`src/rtl/casc_rsp_pkg.sv`:
```
package casc_rsp_pkg;
    localparam int OPC_W = 3;

    typedef enum logic [OPC_W-1:0] {
        OPC_READ   = 3'd0,
        OPC_DWRITE = 3'd1,
        OPC_CWRITE = 3'd2,
        OPC_HMATCH = 3'd3,
        OPC_NFREE  = 3'd4
    } opc_e;

    typedef enum logic {PH_IDLE, PH_ACCESS} phase_e;
    typedef enum logic {LK_OPEN, LK_HELD} lock_e;
endpackage

```
`src/rtl/casc_rsp_sequencer.sv`:
```
module casc_rsp_sequencer
    import casc_rsp_pkg::*;
(
    input  logic  clk,
    input  logic  rst,
    input  logic  strb_n,
    input  logic  chain_en_n,
    input  logic  mode_enh_i,
    output lock_e lock_o,
    output logic  enh_o,
    output logic  access_o
);
    phase_e ph_q, ph_d;
    lock_e  lock_q;
    logic   cap_q;
    logic   enh_q;
    logic   strobe_fall, strobe_rise;

    // phase state register
    always_ff @(posedge clk) begin
        if (rst) ph_q <= PH_IDLE;
        else     ph_q <= ph_d;
    end

    // phase next-state and edge events
    always_comb begin
        ph_d        = ph_q;
        strobe_fall = 1'b0;
        strobe_rise = 1'b0;
        unique case (ph_q)
            PH_IDLE: if (!strb_n) begin
                ph_d        = PH_ACCESS;
                strobe_fall = 1'b1;
            end
            PH_ACCESS: if (strb_n) begin
                ph_d        = PH_IDLE;
                strobe_rise = 1'b1;
            end
        endcase
    end

    // capture at strobe fall, lock update at strobe rise, mode register
    always_ff @(posedge clk) begin
        if (rst) begin
            cap_q  <= 1'b1;
            lock_q <= LK_OPEN;
            enh_q  <= 1'b0;
        end else begin
            enh_q <= mode_enh_i;
            if (strobe_fall) cap_q <= chain_en_n;
            if (strobe_rise) lock_q <= cap_q ? LK_OPEN : LK_HELD;
        end
    end

    assign lock_o   = lock_q;
    assign enh_o    = enh_q;
    assign access_o = ~strb_n;

    // lock moves only on a strobe rise
    assert_lock_only_at_rise_R1: assert property (@(posedge clk) disable iff (rst)
        !strobe_rise |=> $stable(lock_q));
    // a held-low capture keeps the chain locked
    assert_low_capture_locks_R3: assert property (@(posedge clk) disable iff (rst)
        (strobe_rise && !cap_q) |=> lock_q == LK_HELD);
    // a high capture releases the lock
    assert_high_capture_opens_R5: assert property (@(posedge clk) disable iff (rst)
        (strobe_rise && cap_q) |=> lock_q == LK_OPEN);
    // mode follows its input one clock later
    assert_mode_delay_R11: assert property (@(posedge clk) disable iff (rst)
        1'b1 |=> enh_q == $past(mode_enh_i));
endmodule

```
`src/rtl/casc_rsp_policy.sv`:
```
module casc_rsp_policy
    import casc_rsp_pkg::*;
(
    input  lock_e            lock_i,
    input  logic             enh_i,
    input  logic             access_i,
    input  logic [OPC_W-1:0] op_i,
    input  logic             match_i,
    input  logic             hpm_i,
    input  logic             full_in_n,
    input  logic             full_out_n,
    input  logic             dsel_all_i,
    output logic             rd_en_o,
    output logic             wr_en_o
);
    localparam int unsigned OPC_LAST = 4;

    logic hp_ok, nf_ok, tgt_ok, grant, is_rd, known;

    always_comb begin
        hp_ok = match_i & hpm_i;
        nf_ok = ~full_in_n & full_out_n;
        case (op_i)
            OPC_HMATCH: tgt_ok = hp_ok;
            OPC_NFREE:  tgt_ok = nf_ok;
            default:    tgt_ok = 1'b1;
        endcase
        if (lock_i == LK_OPEN) begin
            grant = dsel_all_i & tgt_ok;
        end else if (!enh_i) begin
            grant = hp_ok & tgt_ok;
        end else begin
            case (op_i)
                OPC_READ:               grant = hp_ok;
                OPC_DWRITE, OPC_CWRITE: grant = 1'b1;
                default:                grant = tgt_ok;
            endcase
        end
        is_rd   = (op_i == OPC_READ);
        known   = (32'(op_i) <= OPC_LAST);
        rd_en_o = access_i & grant & is_rd;
        wr_en_o = access_i & grant & ~is_rd & known;
    end
endmodule

```
`src/rtl/casc_rsp_arbiter.sv`:
```
module casc_rsp_arbiter
    import casc_rsp_pkg::*;
(
    input  logic             clk,
    input  logic             rst,
    input  logic             strb_n,
    input  logic             chain_en_n,
    input  logic             mode_enh_i,
    input  logic [OPC_W-1:0] op_cls_i,
    input  logic             match_i,
    input  logic             hpm_i,
    input  logic             full_in_n,
    input  logic             full_out_n,
    input  logic             dsel_all_i,
    output logic             rd_en_o,
    output logic             wr_en_o
);
    lock_e lock_s;
    logic  enh_s, access_s;

    casc_rsp_sequencer seq_i (
        .clk        (clk),
        .rst        (rst),
        .strb_n     (strb_n),
        .chain_en_n (chain_en_n),
        .mode_enh_i (mode_enh_i),
        .lock_o     (lock_s),
        .enh_o      (enh_s),
        .access_o   (access_s)
    );

    casc_rsp_policy pol_i (
        .lock_i     (lock_s),
        .enh_i      (enh_s),
        .access_i   (access_s),
        .op_i       (op_cls_i),
        .match_i    (match_i),
        .hpm_i      (hpm_i),
        .full_in_n  (full_in_n),
        .full_out_n (full_out_n),
        .dsel_all_i (dsel_all_i),
        .rd_en_o    (rd_en_o),
        .wr_en_o    (wr_en_o)
    );

    assert_exclusive_R9: assert property (@(posedge clk) disable iff (rst)
        !(rd_en_o && wr_en_o));
    assert_idle_quiet_R9: assert property (@(posedge clk) disable iff (rst)
        strb_n |-> (!rd_en_o && !wr_en_o));
    assert_std_locked_hp_R4: assert property (@(posedge clk) disable iff (rst)
        (lock_s == LK_HELD && !enh_s && !(match_i && hpm_i)) |-> (!rd_en_o && !wr_en_o));
    assert_nfree_chain_R8: assert property (@(posedge clk) disable iff (rst)
        (wr_en_o && op_cls_i == OPC_NFREE) |-> (!full_in_n && full_out_n));
    assert_hmatch_only_hp_R7: assert property (@(posedge clk) disable iff (rst)
        (wr_en_o && op_cls_i == OPC_HMATCH) |-> (match_i && hpm_i));
endmodule

```
`config.mk`:
```
export PLATFORM = sky130hd
export DESIGN_NAME = casc_rsp_arbiter
export DESIGN_NICKNAME = d
export VERILOG_FILES = /design/src/rtl/casc_rsp_pkg.sv /design/src/rtl/casc_rsp_sequencer.sv /design/src/rtl/casc_rsp_policy.sv /design/src/rtl/casc_rsp_arbiter.sv
export SDC_FILE = /design/constraint.sdc
export NUM_CORES = 1
export LEC_CHECK = 0
export BUFFER_PORTS_ARGS = -buffer_cell sky130_fd_sc_hd__buf_2
export CORE_AREA = 2 2 39 41
export CTS_BUF_LIST = sky130_fd_sc_hd__clkbuf_16
export DETAILED_ROUTE_END_ITERATION = 10
export DIE_AREA = 0 0 41 43
export GPL_TIMING_DRIVEN = 0
export PLACE_DENSITY = 0.41
export SETUP_SLACK_MARGIN = 0.2
export SYNTH_ARGS = -nofsm -noshare
export SYNTH_HDL_FRONTEND = slang
export SYNTH_SLANG_ARGS = --single-unit
```
`constraint.sdc`:
```
create_clock -name clk -period 2.05 [get_ports clk]
set_input_delay 0.205 -clock clk [delete_from_list [all_inputs] [get_ports clk]]
set_output_delay 0.205 -clock clk [all_outputs]
set_load 0.03 [all_outputs]
```
After elaboration in Yosys (flattened, before gate mapping) --
Index checks and enable logic that the tools add are counted. Widths: inputs -> output; s select.
Cells by class: magnitude comparators 1, equal/unequal tests 4, muxes and demuxes 9, bitwise gates (word level) 11, reduce and logical (&&, ||, !) cells 2
Operator list (number):
- $and 1x1->1 | 8
- $mux 1 | 7
- $eq 3x2->1 const B | 2
- $pmux 1 s2 | 2
- $eq 3x1->1 const B | 1
- $eq 3x3->1 const B | 1
- $le 3x3->1 const B | 1
- $logic_not 3->1 | 1
- $not 1->1 | 3
- $reduce_or 2->1 | 1
Word-level totals: register bits after elaboration 4, input port bits 13, word-level logic and storage cells 31

Longest topological paths before layout --
Gate-level depths: netlist of run 1.
word-level depth 9, depth in mapped cells 3

Modules after synthesis --
A second synthesis of run 1 with hierarchy kept.
Second synthesis, totals: cell total of the unflattened synthesis 24, area total of the unflattened synthesis 219.0 um^2
Modules (own cells, without submodules):
- casc_rsp_sequencer | instances 1, cells an instance 14, area an instance 138.9 um^2, seq. area each 80.1 um^2
- casc_rsp_policy | instances 1, cells an instance 10, area an instance 80.1 um^2, seq. area each 0.0 um^2

Least setup slack after synthesis of run 1 --
Ideal clock, no wire load.
path type reg2out, start point register seq_i.lock_q, in the netlist seq_i.lock_o, end point output rd_en_o, data arrival time 1.496 ns, required time 1.845 ns, path slack 0.349 ns, stages on the path, launching flop included 4, cells stage by stage dfxtp_1 > nor2b_1 > a31oi_1 > nor4b_1
On the way: longest elaborated chain between the ends 3
RTL lines:
- start: declaration | line casc_rsp_sequencer.sv:14 | lock_e lock_q;
- start signal: assignment | line casc_rsp_sequencer.sv:51 | if (strobe_rise) lock_q <= cap_q ? LK_OPEN : LK_HELD;
- $mux 1 | line casc_rsp_policy.sv:28 | if (lock_i == LK_OPEN) begin
- $and 1x1->1 (2 in a row) | line casc_rsp_policy.sv:41 | rd_en_o = access_i & grant & is_rd;
- end: declaration | line casc_rsp_arbiter.sv:15 | output logic rd_en_o,
No other way between the ends.

Final worst setup path of run 1 --
start point register seq_i.lock_q, in the netlist seq_i.lock_o, end point output wr_en_o
On the way: longest elaborated chain between the ends 4
RTL lines:
- $mux 1 | line casc_rsp_policy.sv:28
- $and 1x1->1 (3 in a row) | line casc_rsp_policy.sv:42 | wr_en_o = access_i & grant & ~is_rd & known;
- end: declaration | line casc_rsp_arbiter.sv:16 | output logic wr_en_o
No other way between the ends.

==> results of run 1 <==
registers in the layout, summed over array words and instances (netlist names):
name	cells
seq_i.cap_q	1
seq_i.lock_o	1
seq_i.enh_o	1
seq_i.ph_q	1
routing by layer:
layer	track usage, %	vias up	part of all wire [%]
li1	-	131	-
met1	9.032	100	50
met2	7.187	17	32
met3	6.283	2	16
met4	8.000	0	2.0
met5	0	-	0
cells in the mapped netlist (all sizes together):
| cell | count |
|---|---|
| xor2 | 1 |
| nor4b | 2 |
| a311oi | 2 |
| o21bai | 2 |
| a2bb2oi | 1 |
| nand3b | 1 |
| a31oi | 1 |
| nor2b | 2 |
| dfxtp | 4 |
| o21ai | 2 |
| nor2 | 3 |
| a21oi | 1 |
| nand2 | 3 |
final cells by class:
| class | count | area share, % |
|---|---|---|
| Sequential cell | 4 | 20.92 |
| Clock buffer | 3 | 19.61 |
| Timing Repair Buffer | 14 | 18.30 |
| Multi-Input combinational cell | 21 | 35.95 |
| Tap cell | 16 | 5.229 |
kinds of logic after synthesis:
| family | share of synthesized area (%) |
|---|---|
| XOR/XNOR | 4.024 |
| flip-flops | 36.78 |
| AND/OR/NAND/NOR | 30.46 |
| AO/OA/AOI/OAI | 28.74 |
worst reg2reg max path: cells and delay by family, from the launching register on:
family | cells | cell delay [ns]
AOI/OAI and AO/OA | 2 | 0.27
DFF | 1 | 0.36
path summary, 6_finish.rpt:
| path | start | end | slack [ns] |
|---|---|---|---|
| setup / recovery | seq_i.lock_o | wr_en_o | 0.61 |
| hold / removal | rst | seq_i.ph_q | 0.18 |
| setup reg to reg | seq_i.ph_q | seq_i.lock_o | 1.33 |
| hold reg to reg | seq_i.cap_q | seq_i.lock_o | 0.43 |
power breakdown:
| group | internal [mW] | leakage [nW] | switching [mW] |
|---|---|---|---|
| combinational | 0.0190 | 0.0990 | 0.0181 |
| sequential | 0.0831 | 0.0332 | 0.00298 |
| clock | 0.250 | 0.0370 | 0.0582 |
| total | 0.352 | 0.169 | 0.0793 |
per-stage QoR:
stage | worst slack [ns] | hold WS [ns]
after global routing | 0.5178 | 0.1987
after detailed placement | 0.6437 | 0.4114
after floorplan | 0.3488 | 0.2717
after CTS | 0.6113 | 0.1782
after global placement | 0.6501 | 0.4116
final | 0.6052 | 0.1810
==> flow_summary.yaml, run 1 <==
outcome:
  status: "finished, final reports clean"
clocking:
  clock_path_buffers: 2
  clkTransAtPathRegs_ns: 0.03
  htreeDepth: 1
  cts_num_sinks: 4
  ctsHoldBuffers: 0
  post_cts_buffers: 0
  cts_resized: 0
  cts_tree: "yes"
  numCtsBuffers: 3
  cts_root_buffer: "clkbuf_16"
  clock_latency_ns: 0.23
worst_setup_path:
  slowest_stage: "dfxtp_1"
  path_buf_inv: 1
  cp_top_family: "compound AO/OA/AOI/OAI gates"
  cp_max_fo: 5
  crit_chain: "o21bai_1, a311oi_1, buf_2"
  crit_type: "reg2out"
  arrival_ns: 1.24
  r2r_cells: 2
  cp_num_cells: 3
  worst_path_largest_cell_delay_ns: 0.33
  worst_setup_path_end_kind: "output pin"
  start_kind: "flip-flop"
  cp.required_ns: 1.85
final_layout:
  fillCellCount: 159
  utilization_pct: 27.67
  areaGrowthSynthToFinish_pct: 75.86
  final_area_sq_um: 382.9
  drive_gt1_share_pct: 42.86
  layout.cells.non_filler: 58
  n_antenna_cell: 0
  multiInputGateArea_sq_um: 137.6
  layout.nets: 57
  mostFrequentLayoutCells: "buf_2 (14), dfxtp_1 (4), nor2_1 (3), nand2_1 (3), clkbuf_16 (3)"
  final_common_cell: "buf_2"
  regArea_sq_um: 80.08
synth:
  synth_cell_types: 14
  yosysWarnings: 0
  yosysTopAreaCellShare_pct: 36.78
  yosysTopAreaCell: "dfxtp_1"
  syn_inst: 25
  synthTopCellsByArea: "dfxtp_1 (37%), a311oi_1 (8.0%), nor4b_2 (6.9%)"
  syn_area_per_cell_sq_um: 8.708
  syn-num-nets: 38
  synth_seq_cells: 4
  syn_area_sq_um: 217.7
  yosysSeqAreaShare_pct: 36.78
pwr:
  fin_total_pwr_uw: 430.9
  power_leakage_nw: 0.1692
  irDropWorstVdd_v: 0.0005092
  power.density_nw_per_um2: 1125
flow_run:
  max_cap_viol_count: 0
worst_hold_path:
  holdPathStages: 2
  min_path_type: "in2reg"
route:
  via_count: 250
  postRouteAntennaNets: 0
  vias_per_cell: 4.310
  dr.pass1.iters: 2
  drc: 0
  drt_wl_total_microns: 561
  drt_iter0_drc: 2
  wl_per_cell_microns: 9.672
floorplanning:
  dieArea_sq_um: 1763
  num_io_pins: 15
  start_util_pct: 15.73
  core_area_sq_um: 1384
  die_x_microns: 41
  fp-row-count: 14
  die_h_microns: 43
global_route:
  grt.overflow.total: 0
  grt_usage_pct: 7.538
  grt_pass1_vias: 176
  grt_pass1_wl_microns: 765
  grt_max_degree: 8
  antenna_found_initial: 0
placed_design:
  place_area_sq_um: 307.8
  hpwl_microns: 422.5
  dp.cells: 55
  gp_routability_congestion: 0.5415
  numPortBuffers: 14
sta:
  fin_crit_sh_pct: 70.48
  finalHoldViolCount: 0
  finalMaxSlewViolations: 0
  setup_tns_ns: 0
  slew_headroom_pct: 83.26
  skew_ns: 0.004693
  fmax_mhz: 692.1
  rsz0062_at_grt: "no"
  max_slew.worst_pin.slew_ns: 0.2476
  finalWorstPathRequiredPeriod_ns: 1.445
  setup_violations: 0
Power figures use the tool's default switching activity.
==> run 2: changes to the inputs <==
- PLACE_DENSITY: 0.41 -> 0.42
- clock period: 2.05 -> 1.2 ns (I/O delays scaled with it)
==> run 2 against run 1 <==
  * The run now ends with setup timing left
  * Flip-flop and latch count stayed put
  * Via count is 6.4% higher
  * Routed wire length grew 18%
  * Clock skew is 0.0042 ns lower
  * Non-clock buffer count rose by 1
  * Sequential share of layout area is 2.8 points lower
  * Clock power is 68% higher
  * Final cell count rose by 1.7%
  * Worst hold slack worse by 0.086 ns
  * Worst setup slack lost 0.70 ns
  * Critical endpoint unchanged
  * Largest cell class unchanged
==> flow_summary.yaml, run 2 (synthesized netlist as in run 1, its figures left out) <==
final_layout:
  areaGrowthSynthToFinish_pct: 112.1
  mostFrequentLayoutCells: "buf_2 (12), nor2_1 (3), nand2_1 (3), clkbuf_16 (3), dfxtp_1 (3)"
  layout.nets: 58
  drive_gt1_share_pct: 55.81
  fillCellCount: 148
  final_common_cell: "buf_2"
  regArea_sq_um: 83.83
  n_antenna_cell: 0
  multiInputGateArea_sq_um: 196.4
  final_area_sq_um: 461.7
  utilization_pct: 33.36
  layout.cells.non_filler: 59
placed_design:
  dp.cells: 55
  hpwl_microns: 525.8
  numPortBuffers: 14
  gp_routability_congestion: 0.5225
  place_area_sq_um: 355.3
  pre_cts_ws_ns: -0.06187
route:
  vias_per_cell: 4.508
  drc: 0
  wl_per_cell_microns: 11.25
  drt_iter0_drc: 2
  dr.pass1.iters: 2
  drt_wl_total_microns: 664
  postRouteAntennaNets: 0
  via_count: 266
sta:
  skew_ns: 0.0004790
  fin_ws_ns: -0.09199
  hold_slack_ns: 0.09528
  finalWorstPathRequiredPeriod_ns: 1.292
  slew_headroom_pct: 82.44
  fmax_mhz: 774.0
  max_slew.worst_pin.slew_ns: 0.2621
  finalHoldViolCount: 0
  setup_tns_ns: -0.1628
  finalMaxSlewViolations: 0
  setup_violations: 2
  rsz0062_at_grt: "yes"
  fin_crit_sh_pct: 107.7
clocking:
  htreeDepth: 1
  cts_tree: "yes"
  clock_latency_ns: 0.22
  clock_path_buffers: 2
  ctsHoldBuffers: 0
  clkTransAtPathRegs_ns: 0.03
  cts_num_sinks: 4
  cts_root_buffer: "clkbuf_16"
  numCtsBuffers: 3
worst_hold_path:
  hold_start: "rst"
  min_path_type: "in2reg"
  holdPathStages: 2
flow_run:
  max_cap_viol_count: 0
floorplanning:
  fp-row-count: 14
  start_util_pct: 15.73
  core_area_sq_um: 1384
  die_h_microns: 43
  die_x_microns: 41
  dieArea_sq_um: 1763
  num_io_pins: 15
global_route:
  antenna_found_initial: 0
  grt_pass1_wl_mm: 1.028
  grt_usage_pct: 9.328
  grt.overflow.total: 0
  grt_max_degree: 8
  grt_pass1_vias: 275
worst_setup_path:
  crit_type: "reg2out"
  arrival_ns: 1.17
  crit_start: "seq_i.lock_o"
  start_kind: "flip-flop"
  cp_max_fo: 5
  worst_setup_path_end_kind: "output pin"
  rr_startpoint: "seq_i.lock_o"
  r2r_cells: 3
  cp.required_ns: 1.08
pwr:
  power_leakage_nw: 0.1941
  power.density_nw_per_um2: 1636
  irDropWorstVdd_v: 0.0008767
  fin_total_pwr_uw: 755.5
outcome:
  violations: "setup timing"
  status: "finished with violations"
## run 2: repair_timing
item / in CTS / in global routing
setup endpoints to repair: 2 / 2
endpoints found under the hold margin: 0 / 0
buffers inserted: 0 / 1
resized for setup: 7 / 1
pin swaps: 0 / 1
## run 2: worst max-delay path, cell delays in order (launching register included)
cell and delay, ns:
dfxtp_4 0.34, o21bai_4 0.17, a311oi_4 0.26, buf_6 0.17
## run 2: worst paths after layout
check	to	slack, ns
worst max-delay path	wr_en_o	-0.09
worst min-delay path	seq_i.ph_q	0.1
worst max register to register	seq_i.lock_o	0.44
worst min register to register	seq_i.lock_o	0.42
## run 2: layout make-up
class	instances	share of cell area (%)
Sequential cell	4	18.16
Clock buffer	3	16.26
Multi-Input combinational cell	21	42.55
Timing Repair Buffer	15	18.70
Tap cell	16	4.336
## run 2: routing by layer
| metal | vias up | wire length (microns) | GRT usage (%) |
|---|---|---|---|
| li1 | 131 | - | - |
| met1 | 115 | 260 | 8.013 |
| met2 | 18 | 302 | 14.69 |
| met3 | 2 | 86 | 4.712 |
| met4 | 0 | 14 | 8.000 |
| met5 | - | 0 | 0 |
## run 2: power breakdown
group          total [mW]  internal [mW]  switching, mW  leakage [nW]
logic              0.0937         0.0462         0.0474         0.123
registers           0.146          0.141        0.00520        0.0339
clock network       0.516          0.425         0.0903        0.0370
==> run 3: changes to the inputs <==
- REMOVE_ABC_BUFFERS: not set -> 1
==> run 3 against run 2 <==
  * The run still ends with setup timing left
  * Core utilization fell by 4.8 points
  * Global-route usage fell by 1.9 points
  * Final cell count fell by 1.7%
  * Clock skew rose by 0.00070 ns
  * Count of clock-buffer cells in the layout did not move
  * Clock power fell by 1%
  * Sequential share of layout area rose by 2.4 points
  * Critical path depth did not move
  * Flip-flop and latch count did not move
  * Worst setup slack improved by 0.038 ns
  * Largest cell class unchanged
==> flow_summary.yaml, run 3 (synthesized netlist as in run 1, its figures left out) <==
worst_setup_path:
  arrival_ns: 1.13
  start_kind: "flip-flop"
  cp_max_fo: 5
  worst_path_largest_cell_delay_ns: 0.33
  crit_chain: "o21bai_1, a311oi_1, buf_4"
  timing.rr.end: "seq_i.lock_o"
  r2r_cells: 2
  cp.required_ns: 1.08
  slowest_stage: "dfxtp_2"
  rr_startpoint: "seq_i.ph_q"
  crit_type: "reg2out"
  reg2reg_setup_slack_ns: 0.47
  worst_setup_path_end_kind: "output pin"
route:
  drt_iter0_drc: 1
  drc: 0
  wl_per_cell_microns: 9.534
  dr.pass1.iters: 3
  drt_wl_total_microns: 553
  via_count: 242
  postRouteAntennaNets: 0
  vias_per_cell: 4.172
final_layout:
  mostFrequentLayoutCells: "buf_2 (12), nor2_1 (3), nand2_1 (3), clkbuf_16 (3), dfxtp_1 (3)"
  drive_gt1_share_pct: 47.62
  layout.nets: 57
  layout.cells.non_filler: 58
  areaGrowthSynthToFinish_pct: 81.61
  final_area_sq_um: 395.4
  final_common_cell: "buf_2"
  n_antenna_cell: 0
global_route:
  antenna_found_initial: 0
  grt.overflow.total: 0
  grt_max_degree: 8
  grt_usage_pct: 7.437
  grt_pass1_vias: 224
  grt_pass1_wl_microns: 841
placed_design:
  numPortBuffers: 14
  place_area_sq_um: 307.8
  dp.cells: 55
  gp_routability_congestion: 0.5403
pwr:
  power_leakage_nw: 0.1704
  irDropWorstVdd_v: 0.0008636
  power.density_nw_per_um2: 1835
  fin_total_pwr_uw: 725.4
clocking:
  post_cts_buffers: 0
  clkTransAtPathRegs_ns: 0.03
  htreeDepth: 1
  cts_num_sinks: 4
  clock_path_buffers: 2
  numCtsBuffers: 3
  clock_latency_ns: 0.22
  cts_tree: "yes"
  cts_root_buffer: "clkbuf_16"
outcome:
  violations: "setup timing"
  status: "finished with violations"
sta:
  finalWorstPathRequiredPeriod_ns: 1.254
  max_slew.worst_pin.slew_ns: 0.2375
  finalHoldViolCount: 0
  setup_tns_ns: -0.08481
  rsz0062_at_grt: "yes"
  slew_headroom_pct: 84.06
  skew_ns: 0.001175
  finalMaxSlewViolations: 0
  fmax_mhz: 797.3
  fin_ws_ns: -0.05427
  setup_violations: 2
  fin_crit_sh_pct: 104.5
floorplanning:
  fp-row-count: 14
  die_x_microns: 41
  dieArea_sq_um: 1763
  die_h_microns: 43
  core_area_sq_um: 1384
  num_io_pins: 15
  start_util_pct: 15.73
worst_hold_path:
  min_path_type: "in2reg"
  whs_endpoint: "seq_i.ph_q"
  holdPathStages: 2
  hold_start: "rst"
flow_run:
  max_cap_viol_count: 0
run 3: cell count changes in the layout (fill, tap and decap cells not counted), sizes merged:
cell  change
buf       -1
run 3: cell type report:
cell class                 count  area (sq um)
multi-input combinational     21         143.9
fill                         153         988.4
tap                           16         20.02
clock buffer                   3         75.07
timing repair buffer          14         75.07
sequential                     4         81.33
run 3: critical path, delay by kind of cell (launching register included):
family / cells / cell delay [ns]
AO/OA/AOI/OAI: 2 / 0.38
flip-flops: 1 / 0.33
buffers and inverters: 1 / 0.21
run 3: repair_timing:
item,4_1_cts,5_1_grt
endpoints found under the setup margin,2,2
hold buffers,0,0
resized for setup,4,0
endpoints found under the hold margin,0,0
pin swaps,1,0
run 3: power breakdown:
| group | internal (mW) | leakage (nW) | switching [mW] | total, mW |
|---|---|---|---|---|
| Sequential | 0.142 | 0.0336 | 0.00506 | 0.147 |
| Clock | 0.425 | 0.0370 | 0.0863 | 0.511 |
| Combinational | 0.0341 | 0.0998 | 0.0326 | 0.0667 |
| Total | 0.601 | 0.170 | 0.124 | 0.725 |
run 3: per-stage QoR:
stage               util, %  worst slack [ns]  hold WS [ns]
finish                28.57          -0.05427        0.1027
global route          28.57           -0.1546        0.1243
CTS                   28.57          -0.05294        0.1024
detailed placement    22.24          -0.01472        0.3247
global placement      22.24          -0.02532        0.3269
floorplan                 -           -0.4162        0.1867
run 3: metal layers:
layer	global-route usage (%)	vias up	part of all wire, %
met3	3.141	0	12
met1	10.00	98	52
met2	8.750	15	35
li1	-	129	-
met5	0	-	0
met4	6.000	0	0
run 3: worst max path at each step:
stage                 start  endpoint  slack [ns]  depth (start not counted)
5_1_grt        seq_i.lock_o   rd_en_o       -0.15                          4
4_1_cts        seq_i.lock_o   rd_en_o       -0.05                          4
2_1_floorplan  seq_i.lock_o   rd_en_o       -0.42                          3
3_5_place_dp    op_cls_i[1]   wr_en_o       -0.01                          5
3_3_place_gp    op_cls_i[1]   wr_en_o       -0.03                          5
6_report       seq_i.lock_o   wr_en_o       -0.05                          3
